==> config.mk <==
export PLATFORM = sky130hd
export DESIGN_NAME = imm_exec_unit
export DESIGN_NICKNAME = d
export VERILOG_FILES = /design/src/rtl/imm_exec_pkg.sv /design/src/rtl/imm_decode.sv /design/src/rtl/reg_bank.sv /design/src/rtl/imm_alu.sv /design/src/rtl/imm_exec_unit.sv
export SDC_FILE = /design/constraint.sdc
export NUM_CORES = 2
export LEC_CHECK = 0
export BUFFER_PORTS_ARGS = -buffer_cell sky130_fd_sc_hd__buf_2
export CORE_MARGIN = 1.5
export CORE_UTILIZATION = 60
export CTS_BUF_LIST = sky130_fd_sc_hd__clkbuf_16
export CTS_CLUSTER_DIAMETER = 80
export CTS_CLUSTER_SIZE = 30
export DETAILED_ROUTE_END_ITERATION = 8
export GPL_ROUTABILITY_DRIVEN = 0
export PLACE_DENSITY = 0.82
export SLEW_MARGIN = 20
export SYNTH_ARGS = -nofsm -noshare
export SYNTH_HDL_FRONTEND = slang
export SYNTH_HIERARCHICAL = 1
export SYNTH_SLANG_ARGS = --single-unit
export TNS_END_PERCENT = 50
==> constraint.sdc <==
create_clock -name clk -period 11.7 [get_ports clk]
set_input_delay 1.17 -clock clk [delete_from_list [all_inputs] [get_ports clk]]
set_output_delay 1.17 -clock clk [all_outputs]
set_load 0.02 [all_outputs]
==> src/rtl/imm_exec_pkg.sv <==
package imm_exec_pkg;
    localparam int XLEN   = 32;
    localparam int NREG   = 16;
    localparam int IDXW   = $clog2(NREG);
    localparam int CONSTW = 16;
    localparam int OPW    = 8;
    localparam int HALF   = XLEN / 2;

    localparam logic [OPW-1:0] OPC_ADD_IMM    = 8'h1B;
    localparam logic [OPW-1:0] OPC_ADD_HI     = 8'h9B;
    localparam logic [OPW-1:0] OPC_ADD_HI_A   = 8'h11;
    localparam logic [OPW-1:0] OPC_MOV_S      = 8'h3B;
    localparam logic [OPW-1:0] OPC_MOV_Z      = 8'hBB;
    localparam logic [OPW-1:0] OPC_MOV_HI     = 8'h7B;
    localparam logic [OPW-1:0] OPC_MOV_HI_A   = 8'h91;
    localparam logic [OPW-1:0] OPC_CR_READ    = 8'h4D;
    localparam logic [OPW-1:0] OPC_CR_WRITE   = 8'hCD;

    typedef enum logic [3:0] {
        K_NONE, K_ADD_IMM, K_ADD_HI, K_ADD_HI_A, K_MOV_S, K_MOV_Z,
        K_MOV_HI, K_MOV_HI_A, K_CR_READ, K_CR_WRITE, K_BAD
    } kind_e;

    typedef struct packed {
        logic [IDXW-1:0]   dst;
        logic [CONSTW-1:0] imm;
        logic [IDXW-1:0]   src;
        logic [OPW-1:0]    opc;
    } ifields_t;

    typedef struct packed {
        logic sav;
        logic av;
        logic sv;
        logic v;
        logic c;
    } flags_t;

    function automatic kind_e classify(input logic [OPW-1:0] opc);
        case (opc)
            OPC_ADD_IMM:  return K_ADD_IMM;
            OPC_ADD_HI:   return K_ADD_HI;
            OPC_ADD_HI_A: return K_ADD_HI_A;
            OPC_MOV_S:    return K_MOV_S;
            OPC_MOV_Z:    return K_MOV_Z;
            OPC_MOV_HI:   return K_MOV_HI;
            OPC_MOV_HI_A: return K_MOV_HI_A;
            OPC_CR_READ:  return K_CR_READ;
            OPC_CR_WRITE: return K_CR_WRITE;
            default:      return K_BAD;
        endcase
    endfunction

    function automatic logic [XLEN-1:0] sext_imm(input logic [CONSTW-1:0] k);
        return {{(XLEN-CONSTW){k[CONSTW-1]}}, k};
    endfunction

    function automatic logic [XLEN-1:0] zext_imm(input logic [CONSTW-1:0] k);
        return {{(XLEN-CONSTW){1'b0}}, k};
    endfunction

    function automatic logic [XLEN-1:0] high_imm(input logic [CONSTW-1:0] k);
        return {k, {(XLEN-CONSTW){1'b0}}};
    endfunction
endpackage

==> src/rtl/imm_decode.sv <==
module imm_decode
    import imm_exec_pkg::*;
(
    input  logic            valid,
    input  logic [XLEN-1:0] word,
    output ifields_t        fld,
    output kind_e           kind
);
    always_comb begin
        fld  = ifields_t'(word);
        kind = valid ? classify(fld.opc) : K_NONE;
    end
endmodule

==> src/rtl/reg_bank.sv <==
module reg_bank #(
    parameter int N   = 16,
    parameter int W   = 32,
    parameter int NRD = 1,
    localparam int IW = $clog2(N)
) (
    input  logic                   clk,
    input  logic                   rst,
    input  logic                   we,
    input  logic [IW-1:0]          wr_idx,
    input  logic [W-1:0]           wr_data,
    input  logic [NRD-1:0][IW-1:0] rd_idx,
    output logic [NRD-1:0][W-1:0]  rd_data
);
    logic [W-1:0] mem [N];

    always_ff @(posedge clk) begin
        if (rst) begin
            for (int i = 0; i < N; i++) mem[i] <= '0;
        end else if (we) begin
            mem[wr_idx] <= wr_data;
        end
    end

    for (genvar p = 0; p < NRD; p++) begin : g_rd
        assign rd_data[p] = mem[rd_idx[p]];
    end
endmodule

==> src/rtl/imm_alu.sv <==
module imm_alu
    import imm_exec_pkg::*;
(
    input  kind_e             kind,
    input  logic [CONSTW-1:0] imm,
    input  logic [XLEN-1:0]   d_src,
    input  logic [XLEN-1:0]   a_src,
    input  logic [XLEN-1:0]   cr_rdata,
    input  flags_t            flg_q,
    output logic [XLEN-1:0]   res,
    output logic              wr_d,
    output logic              wr_a,
    output flags_t            flg_d
);
    logic [XLEN-1:0] addend;
    logic [XLEN:0]   sum;
    logic            arith;

    always_comb begin
        addend = (kind == K_ADD_IMM) ? sext_imm(imm) : high_imm(imm);
        sum    = {1'b0, d_src} + {1'b0, addend};
        arith  = (kind == K_ADD_IMM) || (kind == K_ADD_HI);
        res    = '0;
        wr_d   = 1'b0;
        wr_a   = 1'b0;
        case (kind)
            K_ADD_IMM, K_ADD_HI: begin res = sum[XLEN-1:0];            wr_d = 1'b1; end
            K_ADD_HI_A:          begin res = a_src + high_imm(imm);    wr_a = 1'b1; end
            K_MOV_S:             begin res = sext_imm(imm);            wr_d = 1'b1; end
            K_MOV_Z:             begin res = zext_imm(imm);            wr_d = 1'b1; end
            K_MOV_HI:            begin res = high_imm(imm);            wr_d = 1'b1; end
            K_MOV_HI_A:          begin res = high_imm(imm);            wr_a = 1'b1; end
            K_CR_READ:           begin res = cr_rdata;                 wr_d = 1'b1; end
            default:             begin res = '0; end
        endcase
        flg_d = flg_q;
        if (arith) begin
            flg_d.c   = sum[XLEN];
            flg_d.v   = (d_src[XLEN-1] == addend[XLEN-1]) &&
                        (sum[XLEN-1] != d_src[XLEN-1]);
            flg_d.av  = sum[XLEN-1] ^ sum[XLEN-2];
            flg_d.sv  = flg_q.sv  | flg_d.v;
            flg_d.sav = flg_q.sav | flg_d.av;
        end
    end
endmodule

==> src/rtl/imm_exec_unit.sv <==
module imm_exec_unit
    import imm_exec_pkg::*;
(
    input  logic              clk,
    input  logic              rst,
    input  logic              instr_valid,
    input  logic [XLEN-1:0]   instr,
    output logic              illegal,
    output logic              wb_en,
    output logic              wb_to_addr,
    output logic [IDXW-1:0]   wb_idx,
    output logic [XLEN-1:0]   wb_data,
    output logic [4:0]        flags,
    output logic              cr_rd_en,
    output logic              cr_wr_en,
    output logic [CONSTW-1:0] cr_addr,
    output logic [XLEN-1:0]   cr_wdata,
    input  logic [XLEN-1:0]   cr_rdata
);
    ifields_t               fld;
    kind_e                  kind;
    logic [1:0][XLEN-1:0]   d_rd;
    logic [0:0][XLEN-1:0]   a_rd;
    logic [XLEN-1:0]        res;
    logic                   wr_d, wr_a;
    flags_t                 flg_q, flg_d;

    imm_decode u_dec (
        .valid(instr_valid), .word(instr), .fld(fld), .kind(kind)
    );

    reg_bank #(.N(NREG), .W(XLEN), .NRD(2)) u_dbank (
        .clk(clk), .rst(rst), .we(wr_d), .wr_idx(fld.dst), .wr_data(res),
        .rd_idx({fld.dst, fld.src}), .rd_data(d_rd)
    );

    reg_bank #(.N(NREG), .W(XLEN), .NRD(1)) u_abank (
        .clk(clk), .rst(rst), .we(wr_a), .wr_idx(fld.dst), .wr_data(res),
        .rd_idx(fld.src), .rd_data(a_rd)
    );

    imm_alu u_alu (
        .kind(kind), .imm(fld.imm), .d_src(d_rd[0]), .a_src(a_rd[0]),
        .cr_rdata(cr_rdata), .flg_q(flg_q), .res(res),
        .wr_d(wr_d), .wr_a(wr_a), .flg_d(flg_d)
    );

    always_ff @(posedge clk) begin
        if (rst) flg_q <= '0;
        else     flg_q <= flg_d;
    end

    assign illegal    = (kind == K_BAD);
    assign wb_en      = wr_d | wr_a;
    assign wb_to_addr = wr_a;
    assign wb_idx     = fld.dst;
    assign wb_data    = res;
    assign flags      = flg_q;
    assign cr_rd_en   = (kind == K_CR_READ);
    assign cr_wr_en   = (kind == K_CR_WRITE);
    assign cr_addr    = fld.imm;
    assign cr_wdata   = d_rd[1];

    AST_IDLE_QUIET: assert property (@(posedge clk) disable iff (rst)
        !instr_valid |-> !(illegal || wb_en || cr_rd_en || cr_wr_en));
    AST_STICKY_SV: assert property (@(posedge clk) disable iff (rst)
        flags[2] |=> flags[2]);
    AST_STICKY_SAV: assert property (@(posedge clk) disable iff (rst)
        flags[4] |=> flags[4]);
    AST_ADDR_KEEPS_FLAGS: assert property (@(posedge clk) disable iff (rst)
        (wb_en && wb_to_addr) |=> $stable(flags));
    AST_CRWR_NO_WB: assert property (@(posedge clk) disable iff (rst)
        cr_wr_en |-> (!wb_en && !cr_rd_en));
    AST_CRWR_KEEPS_FLAGS: assert property (@(posedge clk) disable iff (rst)
        cr_wr_en |=> $stable(flags));
    AST_ILLEGAL_NO_WB: assert property (@(posedge clk) disable iff (rst)
        illegal |-> !(wb_en || cr_rd_en || cr_wr_en));
    AST_ILLEGAL_KEEPS_FLAGS: assert property (@(posedge clk) disable iff (rst)
        illegal |=> $stable(flags));
endmodule

# Yosys cells after proc, flatten, opt, wreduce, memory -nomap -nowiden
# Memories as Yosys holds them, arrays and structs flattened.
# Cells that the tools add are included.
totals:
  ramBits: 1024
  mem_count: 2
  regBits: 5
  in_bits: 67
  out_inout_bits: 94
op_classes:
  muxes: 20
  reduce_logical: 8
  eq_ne: 21
  add_sub_neg: 2
  bitwise: 4
memory_table:
  columns: ["memory", "depth", "word_bits", "read_ports", "rd_clocked_by_memory_dff", "wr", "line_no", "source"]
  rows:
  - ["u_abank.mem", 16, 32, 1, 0, 16, "reg_bank.sv:15", "logic [W-1:0] mem [N];"]
  - ["u_dbank.mem", 16, 32, 2, 0, 16, "reg_bank.sv:15", null]
op_table:
  columns: ["operator", "n"]
  rows:
  - ["32-bit one-hot mux with 6 select lines", 1]
  - ["32-bit 2-to-1 mux", 2]
  - ["32-bit OR reduction", 2]
  - ["4-bit one-hot mux with 9 select lines", 1]
  - ["32-bit by 32-bit adder with 33-bit output", 1]
  - ["32-bit adder", 1]
  - ["8-bit == test (second input constant)", 4]
  - ["31-bit 2-to-1 mux", 1]
  - ["4-bit by 3-bit == test with 1-bit output (second input constant)", 4]
  - ["8-bit by 5-bit == test with 1-bit output (second input constant)", 2]
  - ["8-bit by 7-bit == test with 1-bit output (second input constant)", 2]
  - ["4-bit == test (second input constant)", 3]
  - ["1-bit 2-to-1 mux", 12]
  - ["4-bit 2-to-1 mux", 3]
  - ["4-bit by 2-bit == test with 1-bit output (second input constant)", 2]
  - ["8-bit by 6-bit == test with 1-bit output (second input constant)", 1]
  - ["2-bit OR reduction", 3]
  - ["6-bit OR reduction", 1]
  - ["4-bit by 1-bit == test with 1-bit output (second input constant)", 1]
  - ["1-bit OR", 3]
  - ["1-bit == test", 1]
  - ["1-bit logical AND", 1]
  - ["1-bit logical OR", 1]
  - ["1-bit != test", 1]
  - ["1-bit XOR", 1]

# Longest topological paths before layout
depth:
  depth_word: 11
  ltp_mapped: 22

# Modules after synthesis
# Netlist, hierarchy kept.
by_module_without_submodules:
  columns: ["module", "instances", "seq_area_each_um2", "cells_each", "area_per_inst_um2"]
  rows:
  - ["reg_bank at u_dbank", 1, 15374.7, 1687, 26581.7]
  - ["reg_bank at u_abank", 1, 15374.7, 1416, 22893.2]
  - ["imm_alu", 1, 0.0, 485, 3435.8]
  - ["imm_decode", 1, 0.0, 57, 394.1]
  - ["imm_exec_unit", 1, 100.1, 14, 177.7]

# Least setup slack after synthesis
# Ideal clock, no wire load.
synth_path:
  path_type: "input to output"
  start: "input instr[1]"
  end: "output wb_data[27]"
  required_time_ns: 10.530
  path_buffers: 2
  setup_slack_ns: 5.239
  arrival_ns: 5.291
  path_stages: 18
  cell_sequence: "nor4_2 a21oi_1 nor3_1 nor2_1 nand2_1 or2_2 clkbuf_1 clkbuf_1 nand2_1 nand2_1 ha_1 a21o_1 a221oi_2 o21ai_1 a211o_1 a21oi_2 xor2_1 o21ai_0"
synth_via:
  elab_chain_len: 7
synth_rtl:
  columns: ["element", "line_no", "source"]
  rows:
  - ["start, declared", "imm_exec_unit.sv:7", "input logic [XLEN-1:0] instr,"]
  - ["8-bit == test, or another cell as far along", "imm_exec_pkg.sv:40", "case (opc)"]
  - ["4-bit one-hot mux with 9 select lines *", "imm_exec_pkg.sv:40", null]
  - ["4-bit 2-to-1 mux *", "imm_decode.sv:11", "kind = valid ? classify(fld.opc) : K_NONE;"]
  - ["net kind[2]", "imm_exec_unit.sv:21", "kind_e kind;"]
  - ["4-bit by 1-bit == test with 1-bit output", "imm_alu.sv:20, imm_alu.sv:26", null]
  - ["31-bit 2-to-1 mux", "imm_alu.sv:20", "addend = (kind == K_ADD_IMM) ? sext_imm(imm) : high_imm(imm);"]
  - ["32-bit by 32-bit adder with 33-bit output", "imm_alu.sv:21", "sum = {1'b0, d_src} + {1'b0, addend};"]
  - ["32-bit one-hot mux with 6 select lines *", "imm_alu.sv:26", "case (kind)"]
  - ["end, declared", "imm_exec_unit.sv:12", "output logic [XLEN-1:0] wb_data,"]
# The timed path passes the listed nets; every way through them passes the cells marked *.

# Final worst setup path
layout_path:
  start: "input instr[5]"
  end: "output wb_data[30]"
# The elaborated chain is that of the path after synthesis.

==> metrics.cfg <==
[run_status]
status=finished clean

[critical_path]
cp_num_cells=19
timing.critical_path.from_type=primary input
timing.critical_path.max_delay_family=simple AND/OR/NAND/NOR gates
end_kind=primary output
worst-r2r-cell-count=15
regToRegStartpoint=u_dbank/mem[0][0]$_SDFFCE_PN0P_
critPathArrivalTime_ns=6.86
timing_worst_setup_path_type=primary input to primary output
worst-path-buf-inv=3
worst-path-max-fanout=33
critical-path-slowest-cell=sky130_fd_sc_hd__nor2_1
critical_path.max_stage_delay_ns=0.88
timing.critical_path.required_ns=10.53
path_cells=buf_2 > nor4_2 > a21oi_1 > o21a_1 > nor2_1 > nand2_1 > nor2_1 > nand2_1 > nand2_1 > ha_1 > a21oi_1 > o21a_1 > o2111ai_1 > o21ai_1 > o22ai_1 > a211oi_2 > a221o_1 > buf_4 > buf_2
rrSetupSlack_ns=7.12
timing.critical_path.mode_cell=sky130_fd_sc_hd__nand2_1
worst_r2r_dst=u_abank/mem[0][28]$_SDFFCE_PN0P_

[timing]
timing_hold_violations_final=0
worst_slew_margin_rel_pct=16.59
fmaxAchievable_ghz=0.1245
worstMarginPinSlew_ns=1.248
clock_skew_ns=0.04433
post-route-period-util_pct=68.63
final_critical_period_ns=8.030
slew_violations=0
rsz0062_at_grt=false
fin_worst_hold_slack_ns=0.5880
setup_viol_count_final=0
tns_ns=0

[cts]
tritoncts=yes
cts_post_setup_buffers_inserted=0
numClockSinks=1029
ctsHtreeMaxLevel=2
cts_root_buffer=sky130_fd_sc_hd__clkbuf_16
clock_tree.buffer_depth=3
clk_pin_slew_ns=0.11
postCtsHoldBufs=0
clock_insertion_delay_worst_skew_ns=0.66
cts-buffers-inserted=43
cts.repair.resized=0

[yosys]
post_synth.cell_area_avg_sq_um=14.63
postSynthCellCount=3651
ys_warn_count=6
syn-cell-area_sq_um=53420
syn_nets=3770

[global_routing]
antenna_violations_before_repair=6
grt_pass1_wl_mm=220.9
grt_overflow_total=0
number_of_global_route_vias_before_repair=33081
grt_start_max_net_pins=127
gr-usage-all-layers_pct=34.04

[detailed_routing]
routed_wire_length_per_instance_microns=31.95
drt-pass1-iter-count=9
initial_detailed_routing_violation_count=5569
vias=33537
vias_per_cell=6.964
drtAntennaViolNets=0
detail_route.wirelength_mm=153.9
drt_drc_violations_left=0

[place]
placement.io_buffers=160
detailedPlacementHpwl_mm=88.80

[hold_path]
hold_depth=3
holdPathEnd=flags[2]$_SDFF_PP0_
min_path_type=register to register
beginning_of_the_worst_hold_path=flags[2]$_SDFF_PP0_

[floorplanning]
die_h_microns=301.4
io-pin-count=161
initial_utilization_pct=60.54
coreArea_sq_um=88240
design.die.area_sq_um=90840
rows=109
chipWidth_microns=301.4

[final_layout]
layout.nets=3745
filler_cell_count=6064
synthToLayoutAreaGrowth_pct=6.199
final_layout_size_suffix_gt1_share_pct=24.86
multi_input_area_sq_um=21350
ff_latch_area_sq_um=30850

[run]
drv_cap=0

[power_and_ir_drop]
cellPowerDensity_nw_per_um2=126.2
finalPower_uw=7158
max-vdd-ir-drop_uv=124.7
p_leak_uw=0.02085

[flip-flops by register name (all words and copies together), names as in the netlist]
signal       cells
u_abank/mem    512
flags            5
u_dbank/mem    512
[metrics by stage]
stage	std cells	area [sq um]	setup slack (ns)	utilization [%]
floorplan	3651	53420	5.239	-
global placement	4744	55350	4.010	62.73
detailed placement	4744	55350	3.953	62.73
CTS	4811	56650	3.936	64.21
global route	4814	56730	3.480	64.29
finish	4816	56730	3.670	64.30
[metal layers]
metal,GRT usage [%],part of all wire [%]
met2,51.85,45
met4,12.99,4.2
met3,8.890,16
met5,0,0.011
met1,47.55,35
[cell usage in the layout, fill, tap and decap left out, types with 43 or more instances in the layout]
cell,n
sky130_fd_sc_hd__buf_2,156
sky130_fd_sc_hd__mux4_2,384
sky130_fd_sc_hd__a22oi_1,192
sky130_fd_sc_hd__and2_2,65
sky130_fd_sc_hd__and2_1,984
sky130_fd_sc_hd__clkbuf_16,43
sky130_fd_sc_hd__a21oi_1,43
sky130_fd_sc_hd__edfxtp_1,1024
sky130_fd_sc_hd__buf_4,105
sky130_fd_sc_hd__nand2_1,162
sky130_fd_sc_hd__ha_1,50
[worst register-to-register path, stage by stage (launching register included)]
cell and delay (ns):
sky130_fd_sc_hd__edfxtp_1 0.42, sky130_fd_sc_hd__mux4_2 0.46, sky130_fd_sc_hd__a22oi_1 0.20, sky130_fd_sc_hd__nand2_1 0.12, sky130_fd_sc_hd__ha_1 0.25, sky130_fd_sc_hd__fa_1 0.41, sky130_fd_sc_hd__a21o_1 0.24, sky130_fd_sc_hd__a221oi_4 0.34
sky130_fd_sc_hd__a2bb2oi_2 0.28, sky130_fd_sc_hd__o21ai_2 0.11, sky130_fd_sc_hd__a31oi_1 0.36, sky130_fd_sc_hd__a221oi_2 0.19, sky130_fd_sc_hd__mux2i_1 0.17, sky130_fd_sc_hd__o221ai_2 0.29, sky130_fd_sc_hd__buf_4 0.38, sky130_fd_sc_hd__and2_2 0.21
[where the power goes]
| group | internal, uW | total, uW | switching (uW) |
|---|---|---|---|
| Sequential | 4170 | 4230 | 52.9 |
| Combinational | 372 | 1060 | 689 |
| Clock | 722 | 1870 | 1150 |
| Total | 5270 | 7160 | 1890 |
[cell type report]
type                    count  share of cell area (%)
multi-input cells        2270                   37.63
repair buffers            269                   3.032
clock buffers              43                   1.897
well taps                1165                   2.569
diodes                      3                 0.01323
flip-flops and latches   1029                   54.38
inverters                  13                 0.08601
clock inverters            24                  0.3992
[worst max path at each step]
stage	start	to	slack, ns
finish	instr[5]	wb_data[30]	3.67
global route	instr[5]	wb_data[31]	3.48
global placement	instr[8]	wb_data[30]	4.01
detailed placement	instr[8]	wb_data[30]	3.95
floorplan	instr[1]	wb_data[27]	5.24
CTS	instr[8]	wb_data[30]	3.94
Power figures use the tool's default switching activity.
